## src/rtl/lane_cfg_pkg.sv

```systemverilog
`timescale 1ns/1ps
package lane_cfg_pkg;
    typedef enum logic [1:0] {
        ST_DETECT = 2'd0,
        ST_LN_WAIT = 2'd1,
        ST_LN_ACCEPT = 2'd2,
        ST_CFG_DONE = 2'd3
    } lcfg_state_e;
endpackage

```

## src/rtl/lane_cfg_order.sv

```systemverilog
`timescale 1ns/1ps
module lane_cfg_order #(
    parameter int NUM_LANES = 4,
    parameter int LW = 2
) (
    input  logic [NUM_LANES*LW-1:0] rx_lane_num,
    output logic                    is_fwd,
    output logic                    is_rev
);
    logic [NUM_LANES-1:0] lane_match;

    // one compare per lane for the in-order pattern
    for (genvar i = 0; i < NUM_LANES; i++) begin : g_cmp
        assign lane_match[i] = (rx_lane_num[i*LW +: LW] == LW'(i));
    end

    assign is_fwd = &lane_match;
    // reversal is judged by the two end lanes only
    assign is_rev = (rx_lane_num[0 +: LW] == LW'(NUM_LANES-1)) &&
                    (rx_lane_num[(NUM_LANES-1)*LW +: LW] == LW'(0));
endmodule

```

## src/rtl/lane_cfg_xbar.sv

```systemverilog
`timescale 1ns/1ps
module lane_cfg_xbar #(
    parameter int NUM_LANES = 4,
    parameter int LW = 2
) (
    input  logic                    flip,
    output logic [NUM_LANES*LW-1:0] map_o
);
    for (genvar i = 0; i < NUM_LANES; i++) begin : g_map
        assign map_o[i*LW +: LW] = flip ? LW'(NUM_LANES-1-i) : LW'(i);
    end
endmodule

```

## src/rtl/lane_cfg_ctrl.sv

```systemverilog
`timescale 1ns/1ps
module lane_cfg_ctrl
    import lane_cfg_pkg::*;
#(
    parameter int NUM_LANES    = 4,
    parameter int WAIT_MIN_CYC = 200000,
    parameter int WAIT_TMO_CYC = 400000,
    localparam int LW = (NUM_LANES > 1) ? $clog2(NUM_LANES) : 1
) (
    input  logic                    clk,
    input  logic                    rst_n,
    input  logic                    train_en,
    input  logic [NUM_LANES*LW-1:0] rx_lane_num,
    input  logic                    partner_ready,
    input  logic                    partner_drop,
    input  logic                    tx_flip_req,
    input  logic                    rx_flip_req,
    output logic [1:0]              state_o,
    output logic [NUM_LANES*LW-1:0] tx_map_o,
    output logic [NUM_LANES*LW-1:0] rx_map_o,
    output logic                    link_up_o
);
    localparam int CW = $clog2(WAIT_TMO_CYC + 1);

    typedef struct packed {
        lcfg_state_e     st;
        logic [CW-1:0]   cnt;
        logic            auto_rev;
        logic            tx_flip;
        logic            rx_flip;
    } regs_t;

    regs_t r_d, r_q;
    logic  ord_fwd, ord_rev;
    logic  min_done, tmo_hit;

    lane_cfg_order #(.NUM_LANES(NUM_LANES), .LW(LW)) u_order (
        .rx_lane_num (rx_lane_num),
        .is_fwd      (ord_fwd),
        .is_rev      (ord_rev)
    );

    assign min_done = (r_q.cnt >= CW'(WAIT_MIN_CYC));
    assign tmo_hit  = (r_q.cnt == CW'(WAIT_TMO_CYC - 1));

    always_comb begin
        r_d = r_q;
        r_d.cnt = (r_q.st == ST_LN_WAIT) ? r_q.cnt + 1'b1 : '0;
        if (!train_en) begin
            r_d.st       = ST_DETECT;
            r_d.cnt      = '0;
            r_d.auto_rev = 1'b0;
            r_d.tx_flip  = tx_flip_req;
            r_d.rx_flip  = rx_flip_req;
        end else begin
            unique case (r_q.st)
                ST_DETECT: begin
                    r_d.st       = ST_LN_WAIT;
                    r_d.auto_rev = 1'b0;
                end
                ST_LN_WAIT: begin
                    if (partner_drop)
                        r_d.st = ST_DETECT;
                    else if (min_done && partner_ready && (ord_fwd || ord_rev))
                        r_d.st = ST_LN_ACCEPT;
                    else if (tmo_hit)
                        r_d.st = ST_DETECT;
                end
                ST_LN_ACCEPT: begin
                    if (partner_drop) begin
                        r_d.st = ST_DETECT;
                    end else if (ord_fwd) begin
                        r_d.auto_rev = 1'b0;
                        r_d.st       = ST_CFG_DONE;
                    end else if (ord_rev) begin
                        r_d.auto_rev = 1'b1;
                        r_d.st       = ST_CFG_DONE;
                    end else begin
                        r_d.st = ST_DETECT;
                    end
                end
                ST_CFG_DONE: begin
                    if (partner_drop)
                        r_d.st = ST_DETECT;
                end
                default: r_d.st = ST_DETECT;
            endcase
        end
    end

    always_ff @(posedge clk or negedge rst_n) begin
        if (!rst_n) begin
            r_q <= '{st: ST_DETECT, cnt: '0, auto_rev: 1'b0, tx_flip: 1'b0, rx_flip: 1'b0};
        end else begin
            r_q <= r_d;
        end
    end

    lane_cfg_xbar #(.NUM_LANES(NUM_LANES), .LW(LW)) u_tx_xbar (
        .flip  (r_q.auto_rev ^ r_q.tx_flip),
        .map_o (tx_map_o)
    );

    lane_cfg_xbar #(.NUM_LANES(NUM_LANES), .LW(LW)) u_rx_xbar (
        .flip  (r_q.auto_rev ^ r_q.rx_flip),
        .map_o (rx_map_o)
    );

    assign state_o   = r_q.st;
    assign link_up_o = (r_q.st == ST_CFG_DONE);
endmodule

```

## config.mk

```make
export PLATFORM = sky130hd
export DESIGN_NAME = lane_cfg_ctrl
export DESIGN_NICKNAME = d
export VERILOG_FILES = /design/src/rtl/lane_cfg_pkg.sv /design/src/rtl/lane_cfg_order.sv /design/src/rtl/lane_cfg_xbar.sv /design/src/rtl/lane_cfg_ctrl.sv
export SDC_FILE = /design/constraint.sdc
export NUM_CORES = 1
export LEC_CHECK = 0
export CORE_MARGIN = 1.5
export CORE_UTILIZATION = 30
export DETAILED_ROUTE_END_ITERATION = 12
export DONT_BUFFER_PORTS = 1
export GPL_ROUTABILITY_DRIVEN = 0
export HOLD_SLACK_MARGIN = 0.05
export SETUP_SLACK_MARGIN = 0.2
export SYNTH_ARGS = -nofsm -noshare
export SYNTH_HDL_FRONTEND = slang
export SYNTH_HIERARCHICAL = 1
export SYNTH_SLANG_ARGS = --single-unit
```

## constraint.sdc

```tcl
create_clock -name clk -period 4.9 [get_ports clk]
set_clock_uncertainty 0.2 [all_clocks]
set_input_delay 0.245 -clock clk [delete_from_list [all_inputs] [get_ports clk]]
set_output_delay 0.245 -clock clk [all_outputs]
set_load 0.02 [all_outputs]
```

==> flow_metrics.tcl <==
set metrics [dict create \
    syn2layout_area_growth_pct 6.63 \
    fp.dieH_microns 73.0 \
    p_switching_uw 106 \
    antenna_found_initial 0 \
    crit_path_end_kind "output port" \
    grt_usage_pct 10.9 \
    power.internal_uw 284 \
    crit_type "flop to output port" \
    min_path_type "input port to flop" \
    dieArea_sq_mm 0.00533 \
    final_util_pct 33.2 \
    io_buffers 0 \
    syn-mean-instance-area_sq_um 9.03 \
    synthCells 163 \
    worst_pin_slew_ns 0.972 \
    insertion_delay_ns 0.27 \
    p_per_area_mw_per_mm2 249 \
    antenna_left 0 \
    num_rows 25 \
    fin_area_sq_mm 0.00157 \
    routed_via_density 4.81 \
    p_leak_uw 0.000542 \
    min_period_ns 2.60 \
    hpwl_microns 1830 \
    crit_arrival_ns 2.16 \
    layout.nets 172 \
    drc 0 \
    design.core.area_sq_mm 0.00472 \
    outcome "complete, no violations" \
    yosysSeqAreaShare_pct 40.8 \
    grt_max_degree 25 \
    ioPinCount 34 \
    cts_resized 0 \
    grt_pass1_wl_microns 4620 \
    synth-seq-cells 24 \
    setup_viol 0 \
    slew_headroom_pct 35.1 \
    clk_path_buf_depth 2 \
    pwr-share-comb_pct 11.8 \
    total_power_uw 390 \
    power.share.sequential_pct 53.2 \
    critical_path.max_fanout 5 \
    yosysWarnings 6 \
    fmax_ghz 0.384 \
    report.final.hold_viol_count 0 \
    crit_path_start_kind "flop" \
    crit_required_ns 4.45 \
    drt_iter0_markers 26 \
    vias 1063 \
    place_area_sq_mm 0.00143 \
    slew_violations 0 \
    fp.dieW_microns 73.0 \
    drv_cap 0 \
    ys_types 34 \
    fin_crit_sh_pct 53.1 \
    cts_setup_buffers 0 \
    cts_buffers 3 \
    cts_sinks 24 \
    cts.htree.levels 1 \
    start_util_pct 31.2 \
    syn_area_sq_mm 0.00147 \
    firstDrtPassIters 4 \
    p_clk_share_pct 35.0 \
    p_sw_share_pct 27.2 \
    synthesis.nets 180 \
    rsz0062_at_grt "false" \
    grt-ovfl-total 0 \
    clk_pin_slew_ns 0.09 \
    cts_tree "yes" \
    holdBufCountCts 7 \
    wl_per_cell_microns 12.4 \
    n_antenna_cell 0 \
    setup_tns_ns 0 \
    drive_gt1_share_pct 9.09 \
    grt_pass1_vias 1050 \
    nFillCells 492 \
    wirelength_microns 2740 \
    cts_root_buffer "clkbuf_8" \
    ir_drop_v 0.000149 \
]
[sequential cells by signal, summed over array words and instances (netlist names)]
register  cells
state_o       2
r_q          22
[power by group through the flow]
stage / sequential (uW) / combinational [uW] / clock (uW)
after global routing: 209 / 51.4 / 148
final: 208 / 46.1 / 136
after detailed placement: 212 / 36.8 / 0
after global placement: 212 / 36.7 / 0
after floorplan: 208 / 55.4 / 0
after CTS: 208 / 47.0 / 142
[path summary, 6_finish.rpt]
check | endpoint | slack (ns) | start | cells past startpoint
setup reg to reg | r_q[21]$_DFF_PN0_ | 2.76 | r_q[3]$_DFF_PN0_ | 5
min in group asynchronous | r_q[17]$_DFF_PN0_ | 0.21 | rst_n | 2
hold reg to reg | r_q[3]$_DFF_PN0_ | 0.32 | r_q[3]$_DFF_PN0_ | 1
hold / removal | r_q[2]$_DFFE_PN0P_ | 0.13 | rx_lane_num[6] | 4
setup / recovery | rx_map_o[5] | 2.30 | r_q[2]$_DFFE_PN0P_ | 2
max in group asynchronous | r_q[12]$_DFF_PN0_ | 4.14 | rst_n | 2
[per-stage QoR]
step                hold slack (ns)  instances  setup slack, ns
finish                        0.126        221             2.30
global route                  0.142        221             2.17
CTS                           0.125        221             2.28
detailed placement           -0.250        210             2.59
global placement             -0.250        210             2.60
floorplan                    -0.251        163             2.93
[placed cells by master, fill, tap and decap left out, drive strengths merged]
master | Yosys | final
or2 | 2 | 2
nor2b | 1 | 1
o31ai | 3 | 3
mux2 | 2 | 2
or3 | 4 | 4
nand3b | 2 | 2
xor2 | 3 | 3
nand4 | 3 | 3
nand2b | 3 | 3
nor2 | 18 | 18
a31oi | 1 | 1
and4b | 1 | 1
nor3b | 3 | 3
dfrtp | 24 | 24
a21oi | 8 | 8
clkbuf | 3 | 4
buf | 17 | 1
nand3 | 9 | 9
dlygate4sd3 | 0 | 6
nand4b | 1 | 1
ha | 2 | 2
and2 | 3 | 3
xnor2 | 10 | 10
and4 | 1 | 1
o211ai | 2 | 2
inv | 10 | 10
nor3 | 8 | 8
nor4 | 4 | 4
or4 | 3 | 3
o21ai | 6 | 6
nand2 | 6 | 6
[routing by layer]
layer / global-route usage (%) / up-vias / part of all wire [%]
met2: 19.5 / 32 / 47
met1: 13.0 / 507 / 48
met5: 0 / - / 0
met4: 1.68 / 0 / 0
li1: - / 524 / -
met3: 3.45 / 0 / 5.0
[final cells by class]
class / instances / area, sq um / area share (%)
inverter: 10 / 37.5 / 2.39
sequential: 24 / 601 / 38.3
multi-input combinational: 109 / 712 / 45.4
timing repair buffer: 7 / 80.1 / 5.10
clock buffer: 4 / 55.1 / 3.51
tap: 67 / 83.8 / 5.34
[cells in the mapped netlist]
| cell type | number | area share (%) |
|---|---|---|
| and4b_1 | 1 | 0.68 |
| o21ai_0 | 6 | 2.0 |
| o211ai_1 | 2 | 1.0 |
| and4_1 | 1 | 0.60 |
| buf_2 | 1 | 0.34 |
| or2_4 | 1 | 0.60 |
| and2_1 | 3 | 1.3 |
| nor3_1 | 8 | 2.7 |
| nand4_1 | 3 | 1.3 |
| nor3b_1 | 3 | 1.5 |
| dfrtp_1 | 24 | 41 |
| mux2_2 | 2 | 1.5 |
| nor2_1 | 18 | 4.6 |
| nor4_2 | 1 | 0.85 |
| nand3b_1 | 2 | 1.0 |
| nand2_1 | 6 | 1.5 |
| nor4_1 | 3 | 1.3 |
| clkbuf_1 | 3 | 0.77 |
| xor2_1 | 3 | 1.8 |
| xnor2_1 | 10 | 6.0 |
| buf_4 | 16 | 8.2 |
| a31oi_1 | 1 | 0.43 |
| ha_1 | 2 | 1.7 |
| or2_2 | 1 | 0.43 |
| nand2b_1 | 3 | 1.3 |
| inv_1 | 10 | 2.6 |
| or4_1 | 3 | 1.5 |
| nor2b_1 | 1 | 0.43 |
| nand3_1 | 7 | 2.4 |
| nand3_4 | 2 | 2.4 |
| or3_1 | 4 | 1.7 |
| nand4b_1 | 1 | 0.60 |
| o31ai_1 | 3 | 1.5 |
| a21oi_1 | 8 | 2.7 |
[worst max-delay path: stages (launching register included)]
cell and delay, ns:
dfrtp_1 0.45, xor2_2 0.81, inv_1 0.62
[kinds of logic (layout without fill, tap and decap cells)]
family	after synthesis	in the layout	share of synthesized area, %
DFF	24	24	40.8
and+or+nand+nor	72	72	28.7
adders and majority gates	2	2	1.70
buffers and inverters	30	21	11.8
AOI/OAI and AO/OA	20	20	7.74
xor gates and xnor gates	13	13	7.74
muxes	2	2	1.53
No activity file was read; power rests on OpenSTA's default activity.
